$ cat config.mk
export PLATFORM = sky130hd
export DESIGN_NAME = tx_fcs_ctrl
export DESIGN_NICKNAME = d
export VERILOG_FILES = /design/src/rtl/tx_fcs_pkg.sv /design/src/rtl/tx_fcs_admit.sv /design/src/rtl/tx_fcs_crc.sv /design/src/rtl/tx_fcs_outstage.sv /design/src/rtl/tx_fcs_ctrl.sv
export SDC_FILE = /design/constraint.sdc
export NUM_CORES = 1
export LEC_CHECK = 0
export ABC_AREA = 1
export BUFFER_PORTS_ARGS = -buffer_cell sky130_fd_sc_hd__clkbuf_2
export CAP_MARGIN = 20
export CORE_AREA = 2 2 136 111
export CTS_BUF_LIST = sky130_fd_sc_hd__clkbuf_8
export CTS_CLUSTER_DIAMETER = 30
export DETAILED_ROUTE_END_ITERATION = 7
export DIE_AREA = 0 0 138 113
export PLACE_DENSITY = 0.75
export SKIP_LAST_GASP = 1
export SLEW_MARGIN = 10
export SYNTH_ARGS = -nofsm -noshare
export SYNTH_HDL_FRONTEND = slang
export SYNTH_SLANG_ARGS = --single-unit
$ cat constraint.sdc
create_clock -name clk -period 8.3 [get_ports clk]
set_clock_uncertainty 0.05 [all_clocks]
set_input_delay 0 -clock clk [delete_from_list [all_inputs] [get_ports clk]]
set_output_delay 0 -clock clk [all_outputs]
set_load 0.02 [all_outputs]
$ cat src/rtl/tx_fcs_pkg.sv
package tx_fcs_pkg;

   typedef enum logic [1:0] {
      FCS_KEEP     = 2'b00,
      FCS_GOOD     = 2'b01,
      FCS_BAD      = 2'b10,
      FCS_KEEP_ALT = 2'b11
   } fcs_mode_e;

   localparam logic [31:0] CRC_POLY_REFL = 32'hEDB8_8320;
   localparam logic [31:0] CRC_SEED      = 32'hFFFF_FFFF;

   // One byte of reflected CRC-32, bit serial, LSB first.
   function automatic logic [31:0] crc32_step(input logic [31:0] c, input logic [7:0] d);
      logic [31:0] r;
      r = c;
      for (int b = 0; b < 8; b++) begin
         if (r[0] ^ d[b]) r = (r >> 1) ^ CRC_POLY_REFL;
         else             r = r >> 1;
      end
      return r;
   endfunction

endpackage

$ cat src/rtl/tx_fcs_admit.sv
module tx_fcs_admit #(
   parameter int LEN_W     = 14,
   parameter int MIN_FRAME = 64,
   parameter int MAX_FRAME = 10000
) (
   input  logic [LEN_W-1:0] stored_len,
   input  logic [LEN_W-1:0] wire_len,
   input  logic             sliced,
   output logic             reject
);
   localparam logic [LEN_W-1:0] MIN_L = LEN_W'(MIN_FRAME);
   localparam logic [LEN_W-1:0] MAX_L = LEN_W'(MAX_FRAME);

   logic len_mismatch;
   logic too_long;
   logic too_short;

   always_comb begin
      len_mismatch = (stored_len != wire_len);
      too_long     = (stored_len > MAX_L);
      too_short    = (stored_len < MIN_L);
      reject       = sliced | len_mismatch | too_long | too_short;
   end
endmodule

$ cat src/rtl/tx_fcs_crc.sv
module tx_fcs_crc
   import tx_fcs_pkg::*;
#(
   parameter logic [31:0] CORRUPT_MASK = 32'h0000_0001
) (
   input  logic        clk,
   input  logic        rst_n,
   input  logic        restart,
   input  logic        advance,
   input  logic [7:0]  data,
   output logic [31:0] fcs_good,
   output logic [31:0] fcs_bad
);
   logic [31:0] crc_q;
   logic [31:0] crc_base;

   always_comb begin
      crc_base = restart ? CRC_SEED : crc_q;
      fcs_good = ~crc_base;
      fcs_bad  = ~crc_base ^ CORRUPT_MASK;
   end

   always_ff @(posedge clk) begin
      if (!rst_n)       crc_q <= CRC_SEED;
      else if (advance) crc_q <= crc32_step(crc_base, data);
   end
endmodule

$ cat src/rtl/tx_fcs_outstage.sv
module tx_fcs_outstage #(
   parameter int  DATA_W  = 8,
   parameter bit  REG_OUT = 1'b1
) (
   input  logic              clk,
   input  logic              rst_n,
   input  logic              up_valid,
   output logic              up_ready,
   input  logic [DATA_W-1:0] up_data,
   input  logic              up_sof,
   input  logic              up_eof,
   output logic              dn_valid,
   input  logic              dn_ready,
   output logic [DATA_W-1:0] dn_data,
   output logic              dn_sof,
   output logic              dn_eof
);
   generate
      if (REG_OUT) begin : g_reg
         logic              v_q;
         logic [DATA_W-1:0] d_q;
         logic              s_q;
         logic              e_q;

         assign up_ready = !v_q || dn_ready;

         always_ff @(posedge clk) begin
            if (!rst_n) begin
               v_q <= 1'b0;
               d_q <= '0;
               s_q <= 1'b0;
               e_q <= 1'b0;
            end else if (up_ready) begin
               v_q <= up_valid;
               if (up_valid) begin
                  d_q <= up_data;
                  s_q <= up_sof;
                  e_q <= up_eof;
               end
            end
         end

         assign dn_valid = v_q;
         assign dn_data  = d_q;
         assign dn_sof   = s_q;
         assign dn_eof   = e_q;
      end else begin : g_wire
         logic unused_clk;
         assign unused_clk = clk ^ rst_n;
         assign up_ready = dn_ready;
         assign dn_valid = up_valid;
         assign dn_data  = up_data;
         assign dn_sof   = up_sof;
         assign dn_eof   = up_eof;
      end
   endgenerate
endmodule

$ cat src/rtl/tx_fcs_ctrl.sv
module tx_fcs_ctrl
   import tx_fcs_pkg::*;
#(
   parameter int          LEN_W        = 14,
   parameter int          MIN_FRAME    = 64,
   parameter int          MAX_FRAME    = 10000,
   parameter int          CNT_W        = 32,
   parameter logic [31:0] CORRUPT_MASK = 32'h0000_0001,
   parameter bit          REG_OUT      = 1'b1
) (
   input  logic             clk,
   input  logic             rst_n,
   input  logic             in_valid,
   output logic             in_ready,
   input  logic [7:0]       in_data,
   input  logic             in_sof,
   input  logic             in_eof,
   input  logic [1:0]       in_fcs_mode,
   input  logic [LEN_W-1:0] in_stored_len,
   input  logic [LEN_W-1:0] in_wire_len,
   input  logic             in_sliced,
   output logic             out_valid,
   input  logic             out_ready,
   output logic [7:0]       out_data,
   output logic             out_sof,
   output logic             out_eof,
   output logic [CNT_W-1:0] drop_count
);
   localparam int               FCS_BYTES = 4;
   localparam logic [LEN_W-1:0] FCS_LEN   = LEN_W'(FCS_BYTES);

   generate
      if (MIN_FRAME <= FCS_BYTES) begin : g_bad_min
         $error("MIN_FRAME must exceed the FCS size");
      end
      if (MAX_FRAME < MIN_FRAME) begin : g_bad_range
         $error("MAX_FRAME must not be below MIN_FRAME");
      end
      if (MAX_FRAME >= (1 << LEN_W)) begin : g_bad_width
         $error("LEN_W too narrow for MAX_FRAME");
      end
      if (CNT_W < 1) begin : g_bad_cnt
         $error("CNT_W must be positive");
      end
   endgenerate

   // per-frame context, captured on the start-of-frame beat
   logic             drop_q;
   logic [LEN_W-1:0] len_q;
   fcs_mode_e        mode_q;
   logic [LEN_W-1:0] idx_q;

   logic             admit_reject;
   logic             drop_now;
   logic [LEN_W-1:0] len_now;
   fcs_mode_e        mode_now;
   logic [LEN_W-1:0] idx_now;
   logic [LEN_W-1:0] tail_start;
   logic             in_tail;
   logic [1:0]       tail_sel;
   logic             fire;
   logic             st_valid;
   logic             st_ready;
   logic [7:0]       st_data;
   logic [31:0]      fcs_good;
   logic [31:0]      fcs_bad;
   logic [31:0]      fcs_pick;
   logic             crc_adv;

   tx_fcs_admit #(
      .LEN_W     (LEN_W),
      .MIN_FRAME (MIN_FRAME),
      .MAX_FRAME (MAX_FRAME)
   ) admit_i (
      .stored_len (in_stored_len),
      .wire_len   (in_wire_len),
      .sliced     (in_sliced),
      .reject     (admit_reject)
   );

   always_comb begin
      drop_now   = in_sof ? admit_reject : drop_q;
      len_now    = in_sof ? in_stored_len : len_q;
      mode_now   = in_sof ? fcs_mode_e'(in_fcs_mode) : mode_q;
      idx_now    = in_sof ? '0 : idx_q;
      tail_start = len_now - FCS_LEN;
      in_tail    = (idx_now >= tail_start);
      tail_sel   = 2'(idx_now - tail_start);
      in_ready   = drop_now | st_ready;
      fire       = in_valid & in_ready;
      st_valid   = in_valid & ~drop_now;
      crc_adv    = fire & ~drop_now & ~in_tail;
   end

   tx_fcs_crc #(
      .CORRUPT_MASK (CORRUPT_MASK)
   ) crc_i (
      .clk      (clk),
      .rst_n    (rst_n),
      .restart  (in_sof),
      .advance  (crc_adv),
      .data     (in_data),
      .fcs_good (fcs_good),
      .fcs_bad  (fcs_bad)
   );

   always_comb begin
      fcs_pick = (mode_now == FCS_BAD) ? fcs_bad : fcs_good;
      st_data  = in_data;
      if (in_tail && (mode_now == FCS_GOOD || mode_now == FCS_BAD)) begin
         st_data = fcs_pick[{tail_sel, 3'b000} +: 8];
      end
   end

   always_ff @(posedge clk) begin
      if (!rst_n) begin
         drop_q     <= 1'b1;
         len_q      <= '0;
         mode_q     <= FCS_KEEP;
         idx_q      <= '0;
         drop_count <= '0;
      end else if (fire) begin
         if (in_sof) begin
            drop_q <= admit_reject;
            len_q  <= in_stored_len;
            mode_q <= fcs_mode_e'(in_fcs_mode);
            idx_q  <= LEN_W'(1);
            if (admit_reject) drop_count <= drop_count + 1'b1;
         end else begin
            idx_q <= idx_q + 1'b1;
         end
         // beats outside any frame are discarded
         if (in_eof) drop_q <= 1'b1;
      end
   end

   tx_fcs_outstage #(
      .DATA_W  (8),
      .REG_OUT (REG_OUT)
   ) out_i (
      .clk      (clk),
      .rst_n    (rst_n),
      .up_valid (st_valid),
      .up_ready (st_ready),
      .up_data  (st_data),
      .up_sof   (in_sof),
      .up_eof   (in_eof),
      .dn_valid (out_valid),
      .dn_ready (out_ready),
      .dn_data  (out_data),
      .dn_sof   (out_sof),
      .dn_eof   (out_eof)
   );
endmodule

* Word level (Yosys, flattened, before mapping)
Cells that the tools add are included.
** Cells by class
- Shift-type cells :: 1
- $add $sub $neg :: 4
- Multiplexer cells :: 31
- Bitwise gates (word level) :: 28
- Eq/ne operators :: 3
- Reductions and logical operators :: 6
- Order comparisons :: 3
** Operators with widths (count)
- $mux 32 :: 23
- $not 13->14 :: 8
- $mux 14 :: 3
- $add 32x1->32 const B :: 1
- $not 32->32 :: 1
- $shiftx 32x6->8 :: 1
- $add 14x1->14 const B :: 1
- $ge 14x14->1 :: 1
- $gt 14x14->1 const B :: 1
- $lt 14x7->1 const B :: 1
- $ne 14x14->1 :: 1
- $sub 14x3->14 const B :: 1
- $mux 8 :: 1
- $xor 1x1->1 :: 8
- $and 1x1->1 :: 4
- $or 1x1->1 :: 4
- $mux 1 :: 3
- $not 1->1 :: 3
- $reduce_and 3->1 :: 1
- $eq 2x1->1 const B :: 1
- $eq 2x2->1 const B :: 1
- $logic_or 1x1->1 :: 2
- $mux 2 :: 1
- $reduce_and 2->1 :: 1
- 3 further kinds :: 3
** Storage, ports and cells
- Register bits after elaboration :: 106
- Output and inout bits :: 44
- Logic and storage cells :: 86
- Bits of input ports :: 45

* Logic depth before layout (Yosys ltp)
- Depth in word-level cells :: 37
- Depth in mapped cells :: 23
- Mapped depth without buffers :: 22

* Modules after synthesis
From an unflattened synthesis, not the netlist that was laid out.
** Second synthesis, totals
- Cell total of the unflattened synthesis :: 1299
- Area total of the unflattened synthesis :: 8091.5 um^2
** Modules (own cells, without submodules)
- tx_fcs_ctrl :: seq. area each 1261.2 um^2, cells each 752, times used 1, area each 4654.5 um^2
- tx_fcs_crc :: seq. area each 640.6 um^2, cells each 392, times used 1, area each 2575.0 um^2
- tx_fcs_outstage :: seq. area each 220.2 um^2, cells each 70, times used 1, area each 500.5 um^2
- tx_fcs_admit :: seq. area each 0.0 um^2, cells each 85, times used 1, area each 361.6 um^2

* Worst setup path after synthesis
No wires, ideal clock.
- Path type :: reg-to-reg
- Start point :: reg len_q[4]
- End point :: reg out_i.g_reg.d_q[0], in the netlist out_i.dn_data[0]
- Buffers on the path :: 0
- Setup time :: 0.117 ns
- Clock period less this slack :: 2.791 ns
- Arrival :: 2.625 ns
- Required time :: 8.133 ns
- Setup slack :: 5.509 ns
- Stages on the path, launching flop included :: 22
- Cells stage by stage :: dfxtp_1 > nand2_1 > nand2_1 > inv_1 > nand2_1 > nor2_4 > nand3_2 > nor3_4 > nand3_2 > nor2_2 > xor2_1 > ha_1 > nand2_1 > nor2_1 > nor3b_1 > nand2_1 > nand3_1 > nand2_1 > inv_1 > nor2_1 > nor3_1 > nor2_1
** Between the ends
- Longest elaborated chain between the ends :: 5
** RTL lines
- from (decl) :: RTL line tx_fcs_ctrl.sv:49 : logic [LEN_W-1:0] len_q;
- from (signal assigned) :: RTL line tx_fcs_ctrl.sv:125 : len_q <= in_stored_len;
- $mux 14
- $sub 14x3->14 :: RTL line tx_fcs_ctrl.sv:86 : tail_start = len_now - FCS_LEN;
- $ge 14x14->1 :: RTL line tx_fcs_ctrl.sv:87 : in_tail = (idx_now >= tail_start);
- $logic_and 1x1->1 :: RTL line tx_fcs_ctrl.sv:110 : if (in_tail && (mode_now == FCS_GOOD || mode_now == FCS_BAD)) begin
- $mux 8 :: RTL line tx_fcs_ctrl.sv:110
- to (signal assigned) :: RTL line tx_fcs_outstage.sv:36 : d_q <= up_data;
- to (decl) :: RTL line tx_fcs_outstage.sv:21 : logic [DATA_W-1:0] d_q;
Every way passes these cells.
A chain may end at the register's enable or synchronous reset.

* Worst setup path after layout
- Start point :: in in_sof
- End point :: reg out_i.g_reg.d_q[1], in the netlist out_i.dn_data[1]
** Between the ends
- Longest elaborated chain between the ends :: 5
- Elaborated cells between the ends (all ways) :: 18
- Classes of those cells :: add/sub (2); order compare (1); eq/ne (2); shift (1); mux (6); bitwise (3); reduce/logical (3)
** RTL lines
- from (decl) :: RTL line tx_fcs_ctrl.sv:16 : input logic in_sof,
- $mux 14 / $mux 2 (equally long branches)
- $sub 14x3->14 (tied with other cells) :: RTL line tx_fcs_ctrl.sv:86
- $sub 2x2->2 (tied with other cells) :: RTL line tx_fcs_ctrl.sv:88 : tail_sel = 2'(idx_now - tail_start);
- $shiftx 32x6->8 / $logic_and 1x1->1 (equally long branches) :: RTL line tx_fcs_ctrl.sv:111, tx_fcs_ctrl.sv:110
- $mux 8 :: RTL line tx_fcs_ctrl.sv:110
Parallel ways exist; a longest one is shown, timed or not.

==> flow_metrics.py <==
metrics = {
    "outcome": {
        "outcome": "finished, final reports clean",
    },
    "critical_path": {
        "path_cells": "buf_4 > buf_4 > mux2i_1 > nand2_1 > nor4_2 > xor2_1 > ha_1 > nand2_1 > nor2_1 > nor3b_1 > nand2_1 > nand3_1 > nand2_1 > inv_1 > nor2_1 > nor3_1 > nor2_1",
        "regToRegSetupSlack_ns": 5.08,
        "path_class": "in -> reg",
        "critPathMaxStageDelay_ns": 0.54,
        "worstPathArrival_ns": 3.68,
        "endpoint_kind": "flop",
        "path_common_cell": "nand2_1",
        "cp_max_fo": 62,
        "slowest_stage": "buf_4",
        "cp.required_ns": 8.54,
        "start_kind": "input pin",
    },
    "grt": {
        "grt_max_degree": 63,
        "grt_pass1_vias": 6630,
        "grt_pass1_wl_mm": 32.8,
        "grt_use_total_pct": 25.1,
        "grt-ovfl-total": 0,
        "antenna_found_initial": 0,
    },
    "logic_synthesis": {
        "syn-mean-instance-area_sq_um": 6.36,
        "synth_top_area_cell": "dfxtp_1",
        "yosysTopAreaCellShare_pct": 27.6,
        "synth-seq-area-share_pct": 27.6,
        "synth_cell_types": 44,
        "synth.area.top_cells": "dfxtp_1 28%, nand2_1 18%, xor2_1 9.1%",
        "ys_warn_count": 0,
        "synth.net_count": 1274,
        "synth_commonest_cells": "362 x nand2_1, 170 x nor2_1, 109 x inv_1",
        "netlist_instances": 1210,
        "ys.flop_type": "dfxtp_1",
        "synth_edf_count": 0,
        "syn_area_sq_um": 7700,
        "synth.most_common_cell": "nand2_1",
        "ys_seq_elements": 106,
        "synthArstFlopShare_pct": 0,
    },
    "timing": {
        "hold_viol_final": 0,
        "rsz0062_at_grt": "false",
        "worst_pin_slew_ns": 0.955,
        "period_minus_slack_ns": 3.44,
        "period_share_pct": 41.4,
        "maxSlewViolCount": 0,
        "tns_ns": 0,
        "worst_hold_slack_ns": 0.0115,
        "fmax_mhz": 291,
        "slew_headroom_pct": 36.3,
        "finalSetupViolations": 0,
    },
    "clock_network": {
        "insertion_delay_ns": 0.39,
        "clk_path_buf_depth": 2,
        "clk_pin_slew_ns": 0.10,
        "cts.repair.resized": 0,
        "cts_buffers": 9,
        "htree_levels": 3,
        "cts_setup_buffers": 0,
        "cts_root_buf": "clkbuf_8",
        "cts.sinks": 106,
        "cts_hold_buf": 7,
        "cts_tree": "done",
    },
    "place": {
        "place_area_sq_um": 8160,
        "hpwl_mm": 14.1,
        "io_buffers": 88,
        "gp_congestion": 0.936,
    },
    "die": {
        "ios": 89,
        "die_w_um": 138,
        "die-area_sq_um": 15600,
        "row_count": 39,
        "start_util_pct": 54.4,
        "die_h_um": 113,
        "core_area_sq_um": 14200,
    },
    "routing": {
        "wire_per_inst_um": 13.4,
        "via_per_inst": 5.18,
        "wl_mm": 19.6,
        "drc": 0,
        "drtIter0Drc": 496,
        "first_pass_iters": 5,
        "ant_nets": 0,
        "num_vias": 7582,
    },
    "final_layout": {
        "final-seq-area_sq_um": 2120,
        "drive_above_1_share_pct": 12.4,
        "nFillCells": 1360,
        "layout.nets": 1338,
        "num_antenna_cells": 0,
        "fin_area_sq_um": 8450,
        "multi_input_area_sq_um": 4880,
        "area_growth_pct": 9.80,
    },
    "power_and_ir_drop": {
        "p_leak_nw": 4.00,
        "irDropWorstVdd_uv": 90.2,
        "power.density_nw_per_um2": 136,
    },
    "hold_path": {
        "hold_path.class": "in -> reg",
    },
    "run": {
        "maxCapViolations": 0,
    },
}
==> stage by stage <==
step | setup WS [ns] | power, mW | utilization, % | std cells
floorplan | 5.51 | 0.729 | - | 1210
global placement | 4.60 | 0.785 | 57.7 | 1440
detailed placement | 4.44 | 0.787 | 57.7 | 1440
CTS | 4.87 | 1.16 | 59.7 | 1463
global route | 4.29 | 1.21 | 59.7 | 1463
finish | 4.86 | 1.15 | 59.7 | 1463
==> critical path, delay by kind of cell <==
kind	cells	cell delay, ns
and+or+nand+nor	11	1.51
buffers and inverters	3	1.29
muxes	1	0.46
adders and majority gates	1	0.29
xor gates and xnor gates	1	0.11
==> final cells by class <==
class	instances	area share [%]
Timing Repair Buffer	100	6.51
Tap cell	184	2.72
Multi-Input combinational cell	939	57.8
Sequential cell	106	25.1
Clock inverter	7	1.18
Inverter	118	5.24
Clock buffer	9	1.47
==> placed cells by master (no fill, tap or decap), types with 3 or more instances in the layout <==
cell type / count
nand3_2: 3
mux2i_1: 3
nand3_1: 91
nor2_2: 4
ha_1: 18
clkbuf_2: 87
o21ai_0: 21
buf_4: 6
nand4_1: 16
o21ai_1: 5
nand2_2: 10
o21ai_2: 6
nand2_4: 3
inv_1: 109
a21oi_1: 63
xnor2_1: 24
nor3_1: 25
xor2_1: 80
inv_6: 3
or2_2: 3
xor2_2: 5
dlygate4sd3_1: 7
nor2_1: 170
nor4_1: 8
nand2_1: 362
nor3b_1: 3
inv_2: 8
clkbuf_8: 9
dfxtp_1: 106
==> metal layers <==
layer	global-route usage (%)	share of wire (%)	vias up
met3	5.08	6.2	28
met1	36.4	49	3402
met4	7.07	1.7	0
met5	0	0	-
li1	-	-	3925
met2	38.0	43	227
==> worst paths after layout <==
kind	startpoint	to	cells after the start
worst max-delay path	in_sof	out_i.dn_data[1]$_SDFFE_PN0P_	17
worst min-delay path	out_ready	out_i.dn_valid$_SDFFE_PN0P_	4
worst max register to register	len_q[3]$_SDFFE_PN0P_	out_i.dn_data[1]$_SDFFE_PN0P_	19
worst min register to register	out_i.dn_sof$_SDFFE_PN0P_	out_i.dn_sof$_SDFFE_PN0P_	2
==> state kept, by name (all words and copies together) (netlist names) <==
register	flops
drop_count	32
out_i.dn_data	8
out_i.dn_valid	1
len_q	14
crc_i.crc_q	32
idx_q	14
out_i.dn_eof	1
out_i.dn_sof	1
drop_q	1
mode_q	2
==> power by group <==
| group | total [mW] | leakage [nW] | switching (mW) | internal [mW] |
|---|---|---|---|---|
| Clock | 0.367 | 0.115 | 0.193 | 0.173 |
| Combinational | 0.252 | 3.02 | 0.167 | 0.0858 |
| Sequential | 0.530 | 0.862 | 0.00861 | 0.522 |
==> cell families after synthesis <==
family / after synthesis / share of synthesized area [%]
buf+inv: 165 / 9.00
mux: 3 / 0.390
compound gates: 98 / 6.86
simple gates: 708 / 39.4
xor+xnor: 111 / 13.6
fa+ha+maj: 19 / 3.18
flops: 106 / 27.6
(Power assumes the default switching activity.)
